<file path="src/rtl/tmr_pkg.sv">
package tmr_pkg;

    localparam int DATA_W  = 32;
    localparam int ADDR_W  = 3;
    localparam int PRE_DIV = 16;

    // control register layout, bit0 is run
    typedef struct packed {
        logic cap_ie;
        logic ref_ie;
        logic restart;
        logic slow;
        logic run;
    } ctl_t;

    localparam int CTL_W = $bits(ctl_t);

    typedef enum logic [ADDR_W-1:0] {
        A_CTL   = 3'd0,
        A_REF   = 3'd1,
        A_COUNT = 3'd2,
        A_FLAGS = 3'd3,
        A_CAPT  = 3'd4
    } reg_addr_e;

    localparam int FL_REF = 0;
    localparam int FL_CAP = 1;

    // flag update: a new event wins over a write-one clear
    function automatic logic flag_next(logic cur, logic evt, logic clr);
        return evt | (cur & ~clr);
    endfunction

endpackage

</file>
<file path="src/rtl/tmr_prescale.sv">
module tmr_prescale #(
    parameter int DIV = 16
) (
    input  logic clk,
    input  logic rst,
    input  logic run,
    input  logic slow,
    output logic tick
);
    localparam int PW = (DIV > 1) ? $clog2(DIV) : 1;
    localparam logic [PW-1:0] LAST = PW'(DIV - 1);

    logic [PW-1:0] phase;

    assign tick = run & (~slow | (phase == LAST));

    always_ff @(posedge clk) begin
        if (rst || !run || !slow) begin
            phase <= '0;
        end else begin
            phase <= (phase == LAST) ? '0 : phase + 1'b1;
        end
    end


    slow_gap_chk: assert property (@(posedge clk) disable iff (rst)
        (run && slow && tick && $stable(slow)) |=> !tick || !slow);

endmodule

</file>
<file path="src/rtl/tmr_counter.sv">
module tmr_counter #(
    parameter int W = 16
) (
    input  logic         clk,
    input  logic         rst,
    input  logic         run,
    input  logic         tick,
    input  logic         restart,
    input  logic [W-1:0] limit,
    output logic [W-1:0] count,
    output logic         hit
);
    logic at_limit;

    assign at_limit = (count == limit);
    assign hit      = tick & at_limit;

    always_ff @(posedge clk) begin
        if (rst || !run) begin
            count <= '0;
        end else if (tick) begin
            count <= (restart && at_limit) ? '0 : count + 1'b1;
        end
    end


    stop_hold_chk: assert property (@(posedge clk) disable iff (rst)
        !run |=> (count == '0));


    step_chk: assert property (@(posedge clk) disable iff (rst)
        (run && tick && !(restart && at_limit)) |=> (count == $past(count) + 1'b1));


    restart_chk: assert property (@(posedge clk) disable iff (rst)
        (run && hit && restart) |=> (count == '0));


    idle_chk: assert property (@(posedge clk) disable iff (rst)
        (run && $past(run) && !tick) |=> $stable(count));

endmodule

</file>
<file path="src/rtl/tmr_capture.sv">
module tmr_capture #(
    parameter int W = 16
) (
    input  logic         clk,
    input  logic         rst,
    input  logic         pin,
    input  logic [W-1:0] count,
    output logic [W-1:0] held,
    output logic         evt
);
    logic [2:0] sync_q;

    assign evt = sync_q[1] & ~sync_q[2];

    always_ff @(posedge clk) begin
        if (rst) begin
            sync_q <= '0;
            held   <= '0;
        end else begin
            sync_q <= {sync_q[1:0], pin};
            if (evt) begin
                held <= count;
            end
        end
    end


    capture_chk: assert property (@(posedge clk) disable iff (rst)
        evt |=> (held == $past(count)));

endmodule

</file>
<file path="src/rtl/ref_interval_timer.sv">
module ref_interval_timer #(
    parameter int REF_W = 16
) (
    input  logic        clk,
    input  logic        rst,
    input  logic        bus_en,
    input  logic        bus_we,
    input  logic [2:0]  bus_addr,
    input  logic [31:0] bus_wdata,
    output logic [31:0] bus_rdata,
    input  logic        cap_in,
    output logic        irq
);
    import tmr_pkg::*;

    ctl_t             ctl;
    logic [REF_W-1:0] limit;
    logic [REF_W-1:0] count;
    logic [REF_W-1:0] held;
    logic             ref_fl, cap_fl;
    logic             tick, hit, cap_evt;
    logic             wr, clr_ref, clr_cap;

    assign wr      = bus_en & bus_we;
    assign clr_ref = wr && (bus_addr == A_FLAGS) && bus_wdata[FL_REF];
    assign clr_cap = wr && (bus_addr == A_FLAGS) && bus_wdata[FL_CAP];

    tmr_prescale #(.DIV(PRE_DIV)) u_pre (
        .clk(clk), .rst(rst), .run(ctl.run), .slow(ctl.slow), .tick(tick)
    );

    tmr_counter #(.W(REF_W)) u_cnt (
        .clk(clk), .rst(rst), .run(ctl.run), .tick(tick),
        .restart(ctl.restart), .limit(limit), .count(count), .hit(hit)
    );

    tmr_capture #(.W(REF_W)) u_cap (
        .clk(clk), .rst(rst), .pin(cap_in), .count(count),
        .held(held), .evt(cap_evt)
    );

    always_ff @(posedge clk) begin
        if (rst) begin
            ctl    <= '0;
            limit  <= '1;
            ref_fl <= 1'b0;
            cap_fl <= 1'b0;
        end else begin
            if (wr && bus_addr == A_CTL) begin
                ctl <= ctl_t'(bus_wdata[CTL_W-1:0]);
            end
            if (wr && bus_addr == A_REF) begin
                limit <= bus_wdata[REF_W-1:0];
            end
            ref_fl <= flag_next(ref_fl, hit, clr_ref);
            cap_fl <= flag_next(cap_fl, cap_evt, clr_cap);
        end
    end

    assign irq = (ref_fl & ctl.ref_ie) | (cap_fl & ctl.cap_ie);

    always_comb begin
        unique case (bus_addr)
            A_CTL:   bus_rdata = DATA_W'(ctl);
            A_REF:   bus_rdata = DATA_W'(limit);
            A_COUNT: bus_rdata = DATA_W'(count);
            A_FLAGS: bus_rdata = DATA_W'({cap_fl, ref_fl});
            A_CAPT:  bus_rdata = DATA_W'(held);
            default: bus_rdata = '0;
        endcase
    end


    ref_set_chk: assert property (@(posedge clk) disable iff (rst)
        hit |=> ref_fl);


    ref_clr_chk: assert property (@(posedge clk) disable iff (rst)
        (clr_ref && !hit) |=> !ref_fl);


    cap_keep_chk: assert property (@(posedge clk) disable iff (rst)
        (cap_fl && !clr_cap) |=> cap_fl);


    irq_quiet_chk: assert property (@(posedge clk) disable iff (rst)
        !(ctl.ref_ie || ctl.cap_ie) |-> !irq);

endmodule

</file>
<file path="config.mk">
export PLATFORM = sky130hd
export DESIGN_NAME = ref_interval_timer
export DESIGN_NICKNAME = d
export VERILOG_FILES = /design/src/rtl/tmr_pkg.sv /design/src/rtl/tmr_prescale.sv /design/src/rtl/tmr_counter.sv /design/src/rtl/tmr_capture.sv /design/src/rtl/ref_interval_timer.sv
export SDC_FILE = /design/constraint.sdc
export NUM_CORES = 1
export LEC_CHECK = 0
export BUFFER_PORTS_ARGS = -buffer_cell sky130_fd_sc_hd__buf_2
export CAP_MARGIN = 20
export CORE_ASPECT_RATIO = 1.75
export CORE_UTILIZATION = 54
export CTS_BUF_LIST = sky130_fd_sc_hd__clkbuf_16
export DETAILED_ROUTE_END_ITERATION = 8
export PLACE_DENSITY = 0.8
export REMOVE_ABC_BUFFERS = 1
export SYNTH_ARGS = -nofsm -noshare
export SYNTH_HDL_FRONTEND = slang
export SYNTH_SLANG_ARGS = --single-unit
</file>
<file path="constraint.sdc">
create_clock -name clk -period 2 [get_ports clk]
set_input_delay 0.1 -clock clk [delete_from_list [all_inputs] [get_ports clk]]
set_output_delay 0.1 -clock clk [all_outputs]
set_load 0.05 [all_outputs]
</file>
Word-level counts from Yosys, hierarchy flattened:

Cells that the tools add are included.

* register bits: 62
* bits of input ports: 40
* output and inout bits: 33
* word-level logic and storage cells: 50

* add/sub/neg operators: 2
* eq/ne operators: 6
* multiplexer cells: 2
* bitwise logic cells: 16
* reductions and logical operators: 12

Operators by type and width (count)
* one-hot mux 16 bit (5 select lines): 1
* adder 16 x 1 -> 16 bit (second input constant): 1
* == test 16 bit: 1
* 2-to-1 mux 16 bit: 1
* AND 1 bit: 8
* == test 3 x 2 -> 1 bit (second input constant): 2
* logical AND 1 bit: 6
* adder 4 x 1 -> 4 bit (second input constant): 1
* == test 4 bit (second input constant): 1
* NOT 1 bit: 4
* bitwise OR 1 bit: 4
* == test 3 x 1 -> 1 bit (second input constant): 1
* == test 3 bit (second input constant): 1
* zero test 3 bit: 1
* zero test 1 bit: 2
* logical OR 1 bit: 2
* OR reduction 2 bit: 1

Logic depth before layout (Yosys ltp):

* depth after elaboration: 6
* depth in mapped cells: 7
* gate-level depth less buffers: 6

By module:

From an unflattened synthesis, not the netlist that was laid out.

* cell total of the unflattened synthesis: 388
* area total of the unflattened synthesis: 3438.3 um2

Modules (own cells, without submodules)
* ref_interval_timer: instances 1, cells each 188, area an instance 1526.5 um2
* tmr_counter: instances 1, cells each 107, area an instance 907.1 um2
* tmr_capture: instances 1, cells each 77, area an instance 843.3 um2
* tmr_prescale: instances 1, cells each 16, area an instance 161.4 um2

Worst setup path after synthesis:

OpenSTA, ideal clock, no wires.

* kind: input to output
* start point: input port bus_addr[0]
* end point: output port bus_rdata[10]
* arrival time: 1.936 ns
* required time: 1.900 ns
* slack: -0.036 ns
* cell stages on the path: 5
* path buffers: 2
* cell sequence: clkbuf_1 > nor2b_1 > clkbuf_1 > a22oi_1 > o21ai_0

* longest elaborated chain between the ends: 2
* elaborated cells between the ends (all ways): 6

RTL lines
* start, declared: line ref_interval_timer.sv:8 `input logic [2:0] bus_addr,`
* == test 3 bit, or another cell as far along: line ref_interval_timer.sv:63 `unique case (bus_addr)`
* one-hot mux 16 bit (5 select lines) (*): line ref_interval_timer.sv:63
* end, declared: line ref_interval_timer.sv:10 `output logic [31:0] bus_rdata,`

Every way passes the cells marked *; elsewhere a longest branch is shown, timed or not.

Worst setup path after layout:

* start point: register u_cnt.count[0]
* end point: register u_cnt.count[10]

* longest elaborated chain between the ends: 3
* elaborated cells between the ends (all ways): 4

RTL lines
* start, declared: line tmr_counter.sv:10 `output logic [W-1:0] count,`
* start signal, assigned: line tmr_counter.sv:22 `count <= (restart && at_limit) ? '0 : count + 1'b1;`
* parallel branches: the longest is 2 deep, another holds adder 16 x 1 -> 16 bit
* 2-to-1 mux 16 bit (*): line tmr_counter.sv:22

Mark *: on every way between the ends.
A chain may end at the register's enable or synchronous reset.

==> run metrics <==
largest net degree at the start of global routing 30; setup bufs post-CTS 0; sequential area share after synthesis 39.8%; Pins Over Slew Limit 0; WHS Endpoint limit[4]$_SDFFE_PP1P_; Layout Skew 0.00455 ns; initial antenna violation count 0; hold depth 2; Routed Wire Length between 7000 and 8000 um; cell area after synthesis 3120 um^2; worst reg2reg setup slack 0.21 ns; critical path class register to register; Fin. Hold Viols 0; CP max FO 7; Critical R2R Launch u_cnt.count[0]$_SDFFE_PP0P_; Peak VDD IR 0.604 mV; setup TNS 0 ns; Die ar. about 6000 um^2; Area Overhead vs Synth 23.0%; Vias 2841; met3 wire len 430 um; I/O pin count 73; worst-path cell chain ha_1 -> nand2_1 -> a211oi_2 -> buf_4 -> nand3_1 -> xor2_1 -> nor2_1; Crit. End Element register; DRC viols 0; n_diodes 0; total clock sinks between 60 and 70; PortBufs 40; Seq cells post-synth 62; status completed; clk buf depth 2; design area 3840 um^2; Clock Latency Late Sink about 0.33 ns; average size of a mapped cell 8.28 um^2; Core ar. 5590 um^2; ys flop type dfxtp_1; placed cell areas 3450 um^2; layout cells sized above 1 19.2%; GP Congestion 0.855; largest cells by area after synthesis dfxtp_1 (40%), nand2_1 (7.3%), xnor2_1 (5.6%); top routing layer in use met4; root buffer cell clkbuf_16; Power Density 752 nW/um^2; commonest non-fill, non-tap cell in the layout dfxtp_1; met2 WL post-DR 4130 um; Tot GR Track Use 28.4%; async set-reset flop share out of synthesis 0%; width of the die 59.5 um; DRT iter0 DRCs 146; max-cap viol count 0; antenna-violating nets left 0; Hold Crit Start bus_wdata[4]; Final min period 1.79 ns; Avg WL per Cell 15.0 um; Pre-Repair DR Iteration Count 4; grt total ovfl 0; Yosys top cell by area dfxtp_1; mean number of vias per cell around 5.4; most frequent cells in the layout dfxtp_1 (62), nand2_1 (61), buf_2 (40); starting density of the core around 56%; first-pass GRT wire length 12700 um; Placement Rows 36; Syn. warnings 0; wl on met1 3020 um; Clk pin slew, worst setup/hold paths about 0.05 ns; slowest cell delay on critical path about 0.46 ns; TritonCTS buffer count 9; reg2reg end u_cnt.count[10]$_SDFFE_PP0P_; Slowest cell on crit path dfxtp_1; Detail Placement HPWL 5290 um; hold buffers post-CTS 14; distinct cell type count after synthesis 37; leakage between 1 and 1.5 nW; crit share post-route 89.4%; nets 485; H-Tree Depth 3; reg2reg path depth 7; CP required 2.21 ns; Tightest Hold Check Type primary input to register; CP Launch Type register; vias in the first global route about 2800; CP Data Arrival Time ~2.0 ns; CTS tree built; Cells after Synth around 380; # setup viols final 0; Post-synth EDFFs 0; max frequency 0.559 GHz; Die Y 103 um; RSZ-0062 raised after global routing no; Synth top area share roughly two fifths; quantity of gates resized following cts 0
## final cells by class
class | count | area (um^2)
multi-input cells | 285 | 1670
fillers | 479 | 1750
repair buffers | 83 | 571
clock inverters | 7 | 27.5
flip-flops and latches | 62 | 1240
well taps | 76 | 95.1
clock buffers | 9 | 225
inverters | 2 | 7.51
## worst max path at each step
stage	endpoint	cells past startpoint	slack [ns]	startpoint
CTS	u_cnt.count[2]$_SDFFE_PP0P_	5	0.20	u_pre.phase[0]$_SDFF_PP0_
finish	u_cnt.count[10]$_SDFFE_PP0P_	7	0.21	u_cnt.count[0]$_SDFFE_PP0P_
global route	u_cnt.count[2]$_SDFFE_PP0P_	5	0.12	u_pre.phase[0]$_SDFF_PP0_
detailed placement	u_cnt.count[2]$_SDFFE_PP0P_	5	0.23	u_pre.phase[0]$_SDFF_PP0_
floorplan	bus_rdata[10]	3	0.009	bus_addr[0]
global placement	u_cnt.count[2]$_SDFFE_PP0P_	5	0.28	u_pre.phase[0]$_SDFF_PP0_
## flip-flops by register name, summed over array words and instances, names as in the netlist
name          cells
limit            16
u_cap.held       16
u_cnt.count      16
ctl               5
u_pre.phase       4
u_cap.sync_q      3
cap_fl            1
ref_fl            1
## metal layers
metal | global-route usage [%] | vias to the layer above
met5 | 0 | -
met4 | 16.5 | 0
met3 | 7.78 | 27
met2 | 49.2 | 112
met1 | 30.0 | 1313
li1 | - | 1389
## cell usage after synthesis (3+ instances only)
cell type / instances
clkbuf_1: 16
and4_1: 4
nor2_1: 28
o21ai_0: 17
nand3_1: 15
nor2b_1: 23
xnor2_1: 20
buf_2: 6
a22oi_1: 11
nand4_1: 7
dfxtp_1: 62
and3_1: 3
nand2_1: 61
buf_4: 17
xor2_1: 11
mux2i_1: 7
buf_6: 3
a211o_1: 16
a21oi_1: 28
## critical path, delay by kind of cell, from the launching register on
| kind | cells | cell delay (ns) |
|---|---|---|
| flops | 1 | 0.46 |
| simple gates | 3 | 0.22 |
| compound gates | 1 | 0.37 |
| buf+inv | 1 | 0.20 |
| xor+xnor | 1 | 0.15 |
| fa+ha+maj | 1 | 0.26 |
## per-stage QoR
stage	worst slack [ns]	instances	power, mW	utilization (%)	hold slack [ns]
after floorplan	0.00907	349	1.46	-	0.169
after global placement	0.279	494	1.56	61.7	0.302
after detailed placement	0.228	494	1.57	61.7	0.308
after CTS	0.203	524	2.90	68.7	0.00494
after global routing	0.117	524	2.98	68.7	0.0125
final	0.212	524	2.89	68.7	0.00967
## cells by family (layout without fill, tap and decap cells)
family                     count (synthesis)  in the layout  share of synthesized area [%]
AOI/OAI and AO/OA                         81             81                           17.3
xor gates and xnor gates                  31             31                           8.70
adders and majority gates                  2              2                          0.802
buffers and inverters                     45            101                           8.46
DFF                                       62             62                           39.8
muxes                                      7              7                           2.25
other                                      1             16                          0.120
and+or+nand+nor                          148            148                           22.6
## power by group
part / internal (mW) / switching, mW
registers: 1.25 / 0.0106
logic: 0.0915 / 0.218
clock network: 0.806 / 0.511
No activity file was read; power rests on OpenSTA's default activity.
